**config.mk**
```make
export PLATFORM = sky130hd
export DESIGN_NAME = sdram_init_seq
export DESIGN_NICKNAME = d
export VERILOG_FILES = /design/src/rtl/sdram_init_pkg.sv /design/src/rtl/sdram_init_timer.sv /design/src/rtl/sdram_init_modeword.sv /design/src/rtl/sdram_init_seq.sv
export SDC_FILE = /design/constraint.sdc
export NUM_CORES = 1
export LEC_CHECK = 0
export BUFFER_PORTS_ARGS = -buffer_cell sky130_fd_sc_hd__buf_2
export CAP_MARGIN = 20
export CORE_MARGIN = 3
export CORE_UTILIZATION = 52
export DETAILED_ROUTE_END_ITERATION = 8
export GPL_TIMING_DRIVEN = 1
export PLACE_DENSITY = 0.8
export RECOVER_POWER = 50
export SLEW_MARGIN = 20
export SYNTH_ARGS = -nofsm -noshare
export SYNTH_HDL_FRONTEND = slang
export SYNTH_HIERARCHICAL = 1
export SYNTH_SLANG_ARGS = --single-unit
```
**constraint.sdc**
```tcl
create_clock -name clk -period 3.05 [get_ports clk]
set_input_delay 0.1525 -clock clk [delete_from_list [all_inputs] [get_ports clk]]
set_output_delay 0.1525 -clock clk [all_outputs]
set_load 0.01 [all_outputs]
```
**src/rtl/sdram_init_pkg.sv**
```systemverilog
package sdram_init_pkg;

  // {cs_n, ras_n, cas_n, we_n}
  typedef enum logic [3:0] {
    CMD_MRS = 4'b0000,
    CMD_REF = 4'b0001,
    CMD_PRE = 4'b0010,
    CMD_NOP = 4'b0111
  } sd_cmd_t;

  typedef enum logic [2:0] {
    S_IDLE,
    S_PWR,
    S_NOPW,
    S_PRE,
    S_REF,
    S_MRS,
    S_MRD,
    S_DONE
  } init_state_t;

endpackage

```
**src/rtl/sdram_init_timer.sv**
```systemverilog
module sdram_init_timer #(
  parameter int CNT_W = 16
) (
  input  logic             clk,
  input  logic             rst,
  input  logic             load_i,
  input  logic [CNT_W-1:0] load_val_i,
  output logic             zero_o
);

  logic [CNT_W-1:0] cnt_q;

  always_ff @(posedge clk) begin
    if (rst)                 cnt_q <= '0;
    else if (load_i)         cnt_q <= load_val_i;
    else if (cnt_q != '0)    cnt_q <= cnt_q - 1'b1;
  end

  assign zero_o = (cnt_q == '0);

endmodule

```
**src/rtl/sdram_init_modeword.sv**
```systemverilog
module sdram_init_modeword #(
  parameter int ROW_W = 13
) (
  input  logic [2:0]       cas_lat_i,
  output logic [ROW_W-1:0] mode_o
);

  always_comb begin
    mode_o      = '0;
    mode_o[2:0] = 3'b011;     // burst of eight
    mode_o[3]   = 1'b0;       // sequential ordering
    mode_o[6:4] = cas_lat_i;  // CAS latency
    mode_o[8:7] = 2'b00;      // standard operation
    mode_o[9]   = 1'b0;       // writes follow burst length
  end

endmodule

```
**src/rtl/sdram_init_seq.sv**
```systemverilog
module sdram_init_seq
  import sdram_init_pkg::*;
#(
  parameter int PWRUP_CYC = 20000,
  parameter int NOP_CYC   = 40000,
  parameter int TMRD_CYC  = 2,
  parameter int REF_INT   = 16,
  parameter int REF_NUM   = 8,
  parameter int ROW_W     = 13,
  parameter int BA_W      = 2
) (
  input  logic             clk,
  input  logic             rst,
  input  logic             start_i,
  input  logic [2:0]       cas_lat_i,
  output logic             cke_o,
  output logic             cs_n_o,
  output logic             ras_n_o,
  output logic             cas_n_o,
  output logic             we_n_o,
  output logic [BA_W-1:0]  ba_o,
  output logic [ROW_W-1:0] row_o,
  output logic             done_o
);

  localparam int MAX_A    = (PWRUP_CYC > NOP_CYC) ? PWRUP_CYC : NOP_CYC;
  localparam int MAX_WAIT = (MAX_A > TMRD_CYC) ? MAX_A : TMRD_CYC;
  localparam int CNT_W    = $clog2(MAX_WAIT + 1);
  localparam int SUB_W    = (REF_INT > 1) ? $clog2(REF_INT) : 1;
  localparam int RN_W     = (REF_NUM > 1) ? $clog2(REF_NUM) : 1;

  init_state_t      state_q, state_d;
  logic             ld;
  logic [CNT_W-1:0] ld_val;
  logic             cnt_zero;
  logic [SUB_W-1:0] sub_q;
  logic [RN_W-1:0]  refn_q;
  logic             slot_last, ref_last;
  logic [ROW_W-1:0] mode_word;

  sd_cmd_t          cmd_d, cmd_q;
  logic [ROW_W-1:0] row_d;
  logic             cke_d, done_d;

  sdram_init_timer #(.CNT_W(CNT_W)) u_timer (
    .clk        (clk),
    .rst        (rst),
    .load_i     (ld),
    .load_val_i (ld_val),
    .zero_o     (cnt_zero)
  );

  sdram_init_modeword #(.ROW_W(ROW_W)) u_mode (
    .cas_lat_i (cas_lat_i),
    .mode_o    (mode_word)
  );

  assign slot_last = (sub_q == SUB_W'(REF_INT - 1));
  assign ref_last  = (refn_q == RN_W'(REF_NUM - 1));

  always_comb begin
    state_d = state_q;
    ld      = 1'b0;
    ld_val  = '0;
    unique case (state_q)
      S_IDLE: if (start_i) begin
        state_d = S_PWR;
        ld      = 1'b1;
        ld_val  = CNT_W'(PWRUP_CYC - 1);
      end
      S_PWR: if (cnt_zero) begin
        state_d = S_NOPW;
        ld      = 1'b1;
        ld_val  = CNT_W'(NOP_CYC - 1);
      end
      S_NOPW: if (cnt_zero) state_d = S_PRE;
      S_PRE:  state_d = S_REF;
      S_REF:  if (slot_last && ref_last) state_d = S_MRS;
      S_MRS: begin
        state_d = S_MRD;
        ld      = 1'b1;
        ld_val  = CNT_W'(TMRD_CYC - 1);
      end
      S_MRD:  if (cnt_zero) state_d = S_DONE;
      S_DONE: state_d = S_DONE;
      default: state_d = S_IDLE;
    endcase
  end

  always_ff @(posedge clk) begin
    if (rst) state_q <= S_IDLE;
    else     state_q <= state_d;
  end

  always_ff @(posedge clk) begin
    if (rst || state_q != S_REF) begin
      sub_q  <= '0;
      refn_q <= '0;
    end else begin
      sub_q <= slot_last ? '0 : sub_q + 1'b1;
      if (slot_last) refn_q <= refn_q + 1'b1;
    end
  end

  always_comb begin
    cmd_d  = CMD_NOP;
    row_d  = '0;
    cke_d  = !(state_q == S_IDLE || state_q == S_PWR);
    done_d = (state_q == S_DONE);
    case (state_q)
      S_PRE: begin
        cmd_d     = CMD_PRE;
        row_d[10] = 1'b1;
      end
      S_REF: if (sub_q == '0) cmd_d = CMD_REF;
      S_MRS: begin
        cmd_d = CMD_MRS;
        row_d = mode_word;
      end
      default: ;
    endcase
  end

  always_ff @(posedge clk) begin
    if (rst) begin
      cmd_q  <= CMD_NOP;
      row_o  <= '0;
      ba_o   <= '0;
      cke_o  <= 1'b0;
      done_o <= 1'b0;
    end else begin
      cmd_q  <= cmd_d;
      row_o  <= row_d;
      ba_o   <= '0;
      cke_o  <= cke_d;
      done_o <= done_d;
    end
  end

  assign {cs_n_o, ras_n_o, cas_n_o, we_n_o} = cmd_q;

  // Spacing monitor for refresh commands at the pins
  logic [7:0] gap_q;
  logic       ref_seen_q;
  logic       ref_out;
  assign ref_out = (cmd_q == CMD_REF);

  always_ff @(posedge clk) begin
    if (rst) begin
      gap_q      <= '0;
      ref_seen_q <= 1'b0;
    end else if (ref_out) begin
      gap_q      <= '0;
      ref_seen_q <= 1'b1;
    end else if (gap_q != 8'hff) begin
      gap_q <= gap_q + 1'b1;
    end
  end

  AST_NO_CMD_CKE_LOW: assert property (@(posedge clk) disable iff (rst)
    (cmd_q != CMD_NOP) |-> cke_o) else $error("command with cke low");

  AST_PRE_ALL_BANKS: assert property (@(posedge clk) disable iff (rst)
    (cmd_q == CMD_PRE) |-> (row_o[10] && ba_o == '0)) else $error("precharge not all banks");

  AST_REF_SPACING: assert property (@(posedge clk) disable iff (rst)
    (ref_out && ref_seen_q) |-> (gap_q == 8'(REF_INT - 1))) else $error("refresh spacing");

  AST_MRS_CAS_FIELD: assert property (@(posedge clk) disable iff (rst)
    (cmd_q == CMD_MRS) |-> (row_o[6:4] == $past(cas_lat_i) && row_o[2:0] == 3'b011)) else $error("mode word");

  AST_DONE_STICKY: assert property (@(posedge clk) disable iff (rst)
    done_o |=> (done_o && cmd_q == CMD_NOP)) else $error("done dropped");

  AST_START_IGNORED: assert property (@(posedge clk) disable iff (rst)
    (state_q != S_IDLE && start_i) |=> (state_q != S_IDLE)) else $error("restart while busy");

endmodule

```
# Yosys cells after proc, flatten, opt, wreduce, memory -nomap -nowiden
# Cells that the tools add are included.
dict set report totals {
  out_inout_bits 21
  wordCells 59
  register_bits 45
}
dict set report op_classes {
  eq_ne 15
  addsub 3
  n_reduce_logical 12
  n_bitwise 1
  n_mux 18
}
# cell n
set ops {}
lappend ops {{two-way mux 16 bit} 3}
lappend ops {{case mux 16 bit (3 select lines)} 1}
lappend ops {{case mux 3 bit (8 select lines)} 1}
lappend ops {{two-way mux 3 bit} 6}
lappend ops {{logical NOT 16 bit} 1}
lappend ops {{nonzero test 16 bit} 1}
lappend ops {{subtractor 16 x 1 -> 16 bit, second input constant} 1}
lappend ops {{equality test 3 bit, second input constant} 5}
lappend ops {{two-way mux 15 bit} 1}
lappend ops {{inequality test 2 bit, second input constant} 5}
lappend ops {{case mux 3 bit (3 select lines)} 1}
lappend ops {{equality test 3 x 2 -> 1 bit, second input constant} 2}
lappend ops {{AND reduction 5 bit} 1}
lappend ops {{adder 4 x 1 -> 4 bit, second input constant} 1}
lappend ops {{equality test 4 bit, second input constant} 1}
lappend ops {{logical NOT 4 bit} 1}
lappend ops {{OR reduction 2 bit} 2}
lappend ops {{adder 3 x 1 -> 3 bit, second input constant} 1}
lappend ops {{equality test 3 x 1 -> 1 bit, second input constant} 1}
lappend ops {{logical NOT 3 bit} 1}
lappend ops {{two-way mux 1 bit} 3}
lappend ops {{inequality test 3 bit, second input constant} 1}
lappend ops {{case mux 1 bit (3 select lines)} 1}
lappend ops {{logical OR 1 bit} 2}
lappend ops {{other kinds (5)} 5}

# Logic depth before layout (Yosys ltp)
dict set report logic_depth {
  word_depth 4
  depth_mapped 13
  ltp_nobuf 12
}

# Hierarchy
# The synthesis kept the hierarchy.
# module n_inst cells_per_inst area_per_inst_um2
set by_module_without_submodules {}
lappend by_module_without_submodules {sdram_init_seq 1 108 1054.8}
lappend by_module_without_submodules {sdram_init_timer 1 116 964.7}
lappend by_module_without_submodules {sdram_init_modeword 1 15 105.1}

# Worst setup path after synthesis
# No wires, ideal clock.
dict set report synth_path {
  path_kind {reg2reg}
  from {register u_timer.cnt_q[0]}
  to {register u_timer.cnt_q[15]}
  period_less_slack_ns 3.354
  stages_incl_launch_ff 14
  path_slack_ns -0.304
  t_arrival_ns 3.295
  path_cell_list {dfxtp_1 inv_1 ha_1 or3b_2 or4_4 nor2_1 o21ai_0 o21a_1 nor2_1 nor2b_1 clkbuf_1 a21oi_1 a31oi_1 and3_1}
}
dict set report synth_between {
  elab_chain_cells 4
  elab_cells_between_ends 10
  cone_classes {add/sub (1); mux (6); reduce/logical (3)}
}
# element line
set synth_rtl {}
lappend synth_rtl {{start: declaration} sdram_init_timer.sv:11} ;# logic [CNT_W-1:0] cnt_q;
lappend synth_rtl {{start signal: assignment} sdram_init_timer.sv:15} ;# else if (load_i) cnt_q <= load_val_i;
lappend synth_rtl {{start signal: assignment} sdram_init_timer.sv:16} ;# else if (cnt_q != '0) cnt_q <= cnt_q - 1'b1;
lappend synth_rtl {{logical NOT 16 bit (*)} sdram_init_timer.sv:19} ;# assign zero_o = (cnt_q == '0);
lappend synth_rtl {{net cnt_zero} sdram_init_seq.sv:35} ;# logic cnt_zero;
lappend synth_rtl {{two-way mux 1 bit (*)} sdram_init_seq.sv:71} ;# S_PWR: if (cnt_zero) begin
lappend synth_rtl {{case mux 1 bit (3 select lines) (*)} sdram_init_seq.sv:65} ;# unique case (state_q)
lappend synth_rtl {{net ld} sdram_init_seq.sv:33} ;# logic ld;
lappend synth_rtl {{two-way mux 16 bit or nonzero test 2 bit (tied branches)} n/a}
# The timed path passes the listed nets; every way through them passes the cells marked *. The select of a mux whose other input is x is not followed.
# A chain may end at the register's enable or synchronous reset.

# Worst setup path in the final report
# Same ends and word-level chain as after synthesis.

==> results_dict.tcl <==
set metrics [dict create \
    worstMarginPinSlew_ns 0.967 \
    h-tree-depth 2 \
    antenna_found_initial 0 \
    rr_worst_depth 12 \
    grtUsageTotal_pct 16.5 \
    cts_root_buf "clkbuf_8" \
    synth.yosys.warnings 6 \
    cts_tree "done" \
    num_antenna_cells 0 \
    num_vias 1621 \
    synth_top_area_cell "dfxtp_1" \
    grt_max_degree 20 \
    syn_area_mm2 0.00212 \
    fp-row-count 22 \
    yosysSeqAreaShare_pct 41.5 \
    dr.pass1.iters 4 \
    cp.depth 12 \
    cts.sinks 44 \
    crit_fanout 5 \
    status "completed" \
    drive_gt1_share_pct 12.3 \
    portBuffers 23 \
    cp_top_family "simple AND/OR/NAND/NOR gates" \
    end_kind "flip-flop" \
    grt_pass1_vias 1509 \
    hold_path_depth 2 \
    yosys.area.top_type_share_pct 41.5 \
    required_ns 3.29 \
    synth_top_cells_by_count "dfxtp_1 (44), nor2_1 (22), nand2_1 (19), buf_4 (16), and2_1 (12)" \
    period_minus_slack_ns 2.85 \
    synth-seq-cells 44 \
    clkLatencyLatePin_ns 0.29 \
    die_area_mm2 0.00489 \
    die_y_um 69.9 \
    p_switching_uw 946 \
    slew_headroom_pct 34.9 \
    synthCells 239 \
    vias_per_cell 5.13 \
    crit_slowest_cell "or4_4" \
    start_util_pct 55.9 \
    hpwl_um 2690 \
    clockBufferDepth 2 \
    synth_edf_count 0 \
    p_clk_share_pct 15.7 \
    fin_setup_tns_ns 0 \
    design.core.area_mm2 0.00380 \
    p_per_area_mw_per_mm2 995 \
    postPlaceCellArea_mm2 0.00225 \
    syn2layout_area_growth_pct 10.1 \
    cpPeakStageDelay_ns 0.58 \
    leakage_nw 0.900 \
    synth.area.top_cells "dfxtp_1 (41%), buf_4 (5.7%), nor2_1 (3.9%)" \
    pwr-share-seq_pct 36.8 \
    cts_buffers 5 \
    switching_share_pct 40.6 \
    min_path_type "in2reg" \
    n_fill_cell 329 \
    post-route-period-util_pct 93.3 \
    drc 0 \
    routed_wl_um 3780 \
    finalClockSkew_ns 0.00801 \
    internal-power_mw 1.38 \
    cp-start-kind "flip-flop" \
    synth_flop_cell "dfxtp_1" \
    setup_violations 0 \
    max_cap_viol_count 0 \
    p_comb_share_pct 47.5 \
    rsz0062_at_grt "no" \
    overflow 0 \
    ys_types 52 \
    cp_cell_sequence "inv_1 -> ha_1 -> or3b_2 -> or4_4 -> nor2_2 -> o21ai_0 -> o21a_1 -> nor2_4 -> nor2b_4 -> nand2_1 -> a31oi_1 -> and3_1" \
    cts.clk_slew.worst_paths_ns 0.08 \
    fmax_ghz 0.351 \
    place.gp.congestion 0.817 \
    die_w_um 69.9 \
    ir_drop_v 0.000503 \
    synth.avg_cell_area_um2 8.89 \
    arrival_ns 3.09 \
    async_flop_share_pct 0 \
    wl_per_cell_um 12.0 \
    fin_hold_ws_ns 0.0564 \
    final-hold-violation-count 0 \
    final_antenna_net_count 0 \
    cts_hold_buf 0 \
    grt_first_pass_wirelength_um 6610 \
    post-synth-top-count-cell "dfxtp_1" \
    slew_violations 0 \
    io_pins 27 \
    final_nets 278 \
    design_area_mm2 0.00234 \
    detail_route.iter0.violations 91 \
    critical_path_class "reg2reg" \
    worst-path-buf-inv 1 \
]
-- cell type report --
class                           instances  area, um^2  area share (%)
Inverter                                7        26.3            1.12
Clock buffer                            8        90.1            3.85
Tap cell                               48        60.1            2.57
Timing Repair Buffer                   29         138            5.89
Sequential cell                        44         881            37.7
Multi-Input combinational cell        180        1140            48.9
-- cells by family (layout without fill, tap and decap cells) --
group,after synthesis,after routing,synth area share [%]
adders and majority gates,5,5,2.94
xor gates and xnor gates,12,12,4.95
muxes,2,2,0.942
AOI/OAI and AO/OA,43,43,13.8
buffers and inverters,32,44,8.89
other,3,19,0.530
and+or+nand+nor,98,99,26.4
DFF,44,44,41.5
-- layer usage --
metal	share of wire [%]	global-route usage, %	vias to the layer above
li1	-	-	846
met1	45	21.4	730
met2	47	25.8	40
met3	5.9	5.76	5
met4	1.2	5.11	0
met5	0	0	-
-- layout by cell type, fill, tap and decap left out, types with 3 or more instances in the layout --
cell,synthesis,final
dfxtp_1,44,44
clkbuf_1,7,20
nand2_1,19,19
nor2_1,22,19
conb_1,3,19
and2_1,12,12
nor3_1,9,9
xnor2_1,9,9
a21oi_1,9,9
o21ai_0,8,8
inv_1,7,7
clkbuf_8,0,6
buf_4,16,6
nand2b_1,5,5
ha_1,5,5
buf_2,1,5
o21ai_1,4,4
nand3_1,4,4
nor4_1,3,3
nor3b_1,3,3
nor2b_1,4,3
xor2_1,3,3
o31ai_1,3,3
-- power groups by stage --
stage,Clock (mW),Sequential [mW],Combinational (mW)
6_report,0.366,0.856,1.11
5_1_grt,0.406,0.887,1.24
4_1_cts,0.385,0.852,1.09
3_5_place_dp,0,0.864,1.08
3_3_place_gp,0,0.857,1.07
2_1_floorplan,0,0.811,0.936
-- per-stage QoR --
| step | cells | utilization, % | worst slack (ns) | power [mW] |
|---|---|---|---|---|
| floorplan | 255 | - | 0.0415 | 1.75 |
| global placement | 307 | 59.4 | 0.301 | 1.93 |
| detailed placement | 307 | 59.4 | 0.196 | 1.95 |
| CTS | 315 | 61.7 | 0.171 | 2.33 |
| global route | 316 | 61.6 | 0.0185 | 2.53 |
| finish | 316 | 61.6 | 0.205 | 2.33 |
-- flip-flops by register name (all words and copies together) (netlist names) --
signal,count
u_timer/cnt_q,16
row_o,13
sub_q,4
cmd_q,3
refn_q,3
state_q,3
cke_o,1
done_o,1
-- worst paths after layout --
path,from,end,slack [ns]
worst max-delay path,u_timer/cnt_q[0]$_SDFFE_PP0P_,u_timer/cnt_q[15]$_SDFFE_PP0P_,0.20
worst min-delay path,cas_lat_i[0],row_o[4]$_SDFF_PP0_,0.06
worst max register to register,u_timer/cnt_q[0]$_SDFFE_PP0P_,u_timer/cnt_q[15]$_SDFFE_PP0P_,0.20
worst min register to register,sub_q[0]$_SDFF_PP0_,sub_q[0]$_SDFF_PP0_,0.48
-- what timing repair did --
| action | CTS | global route |
|---|---|---|
| setup endpoints to repair | 0 | 2 |
| setup buffers | 0 | 0 |
| endpoints found under the hold margin | 0 | 0 |
| gates resized for setup | 0 | 2 |
No activity file was read; power rests on OpenSTA's default activity.
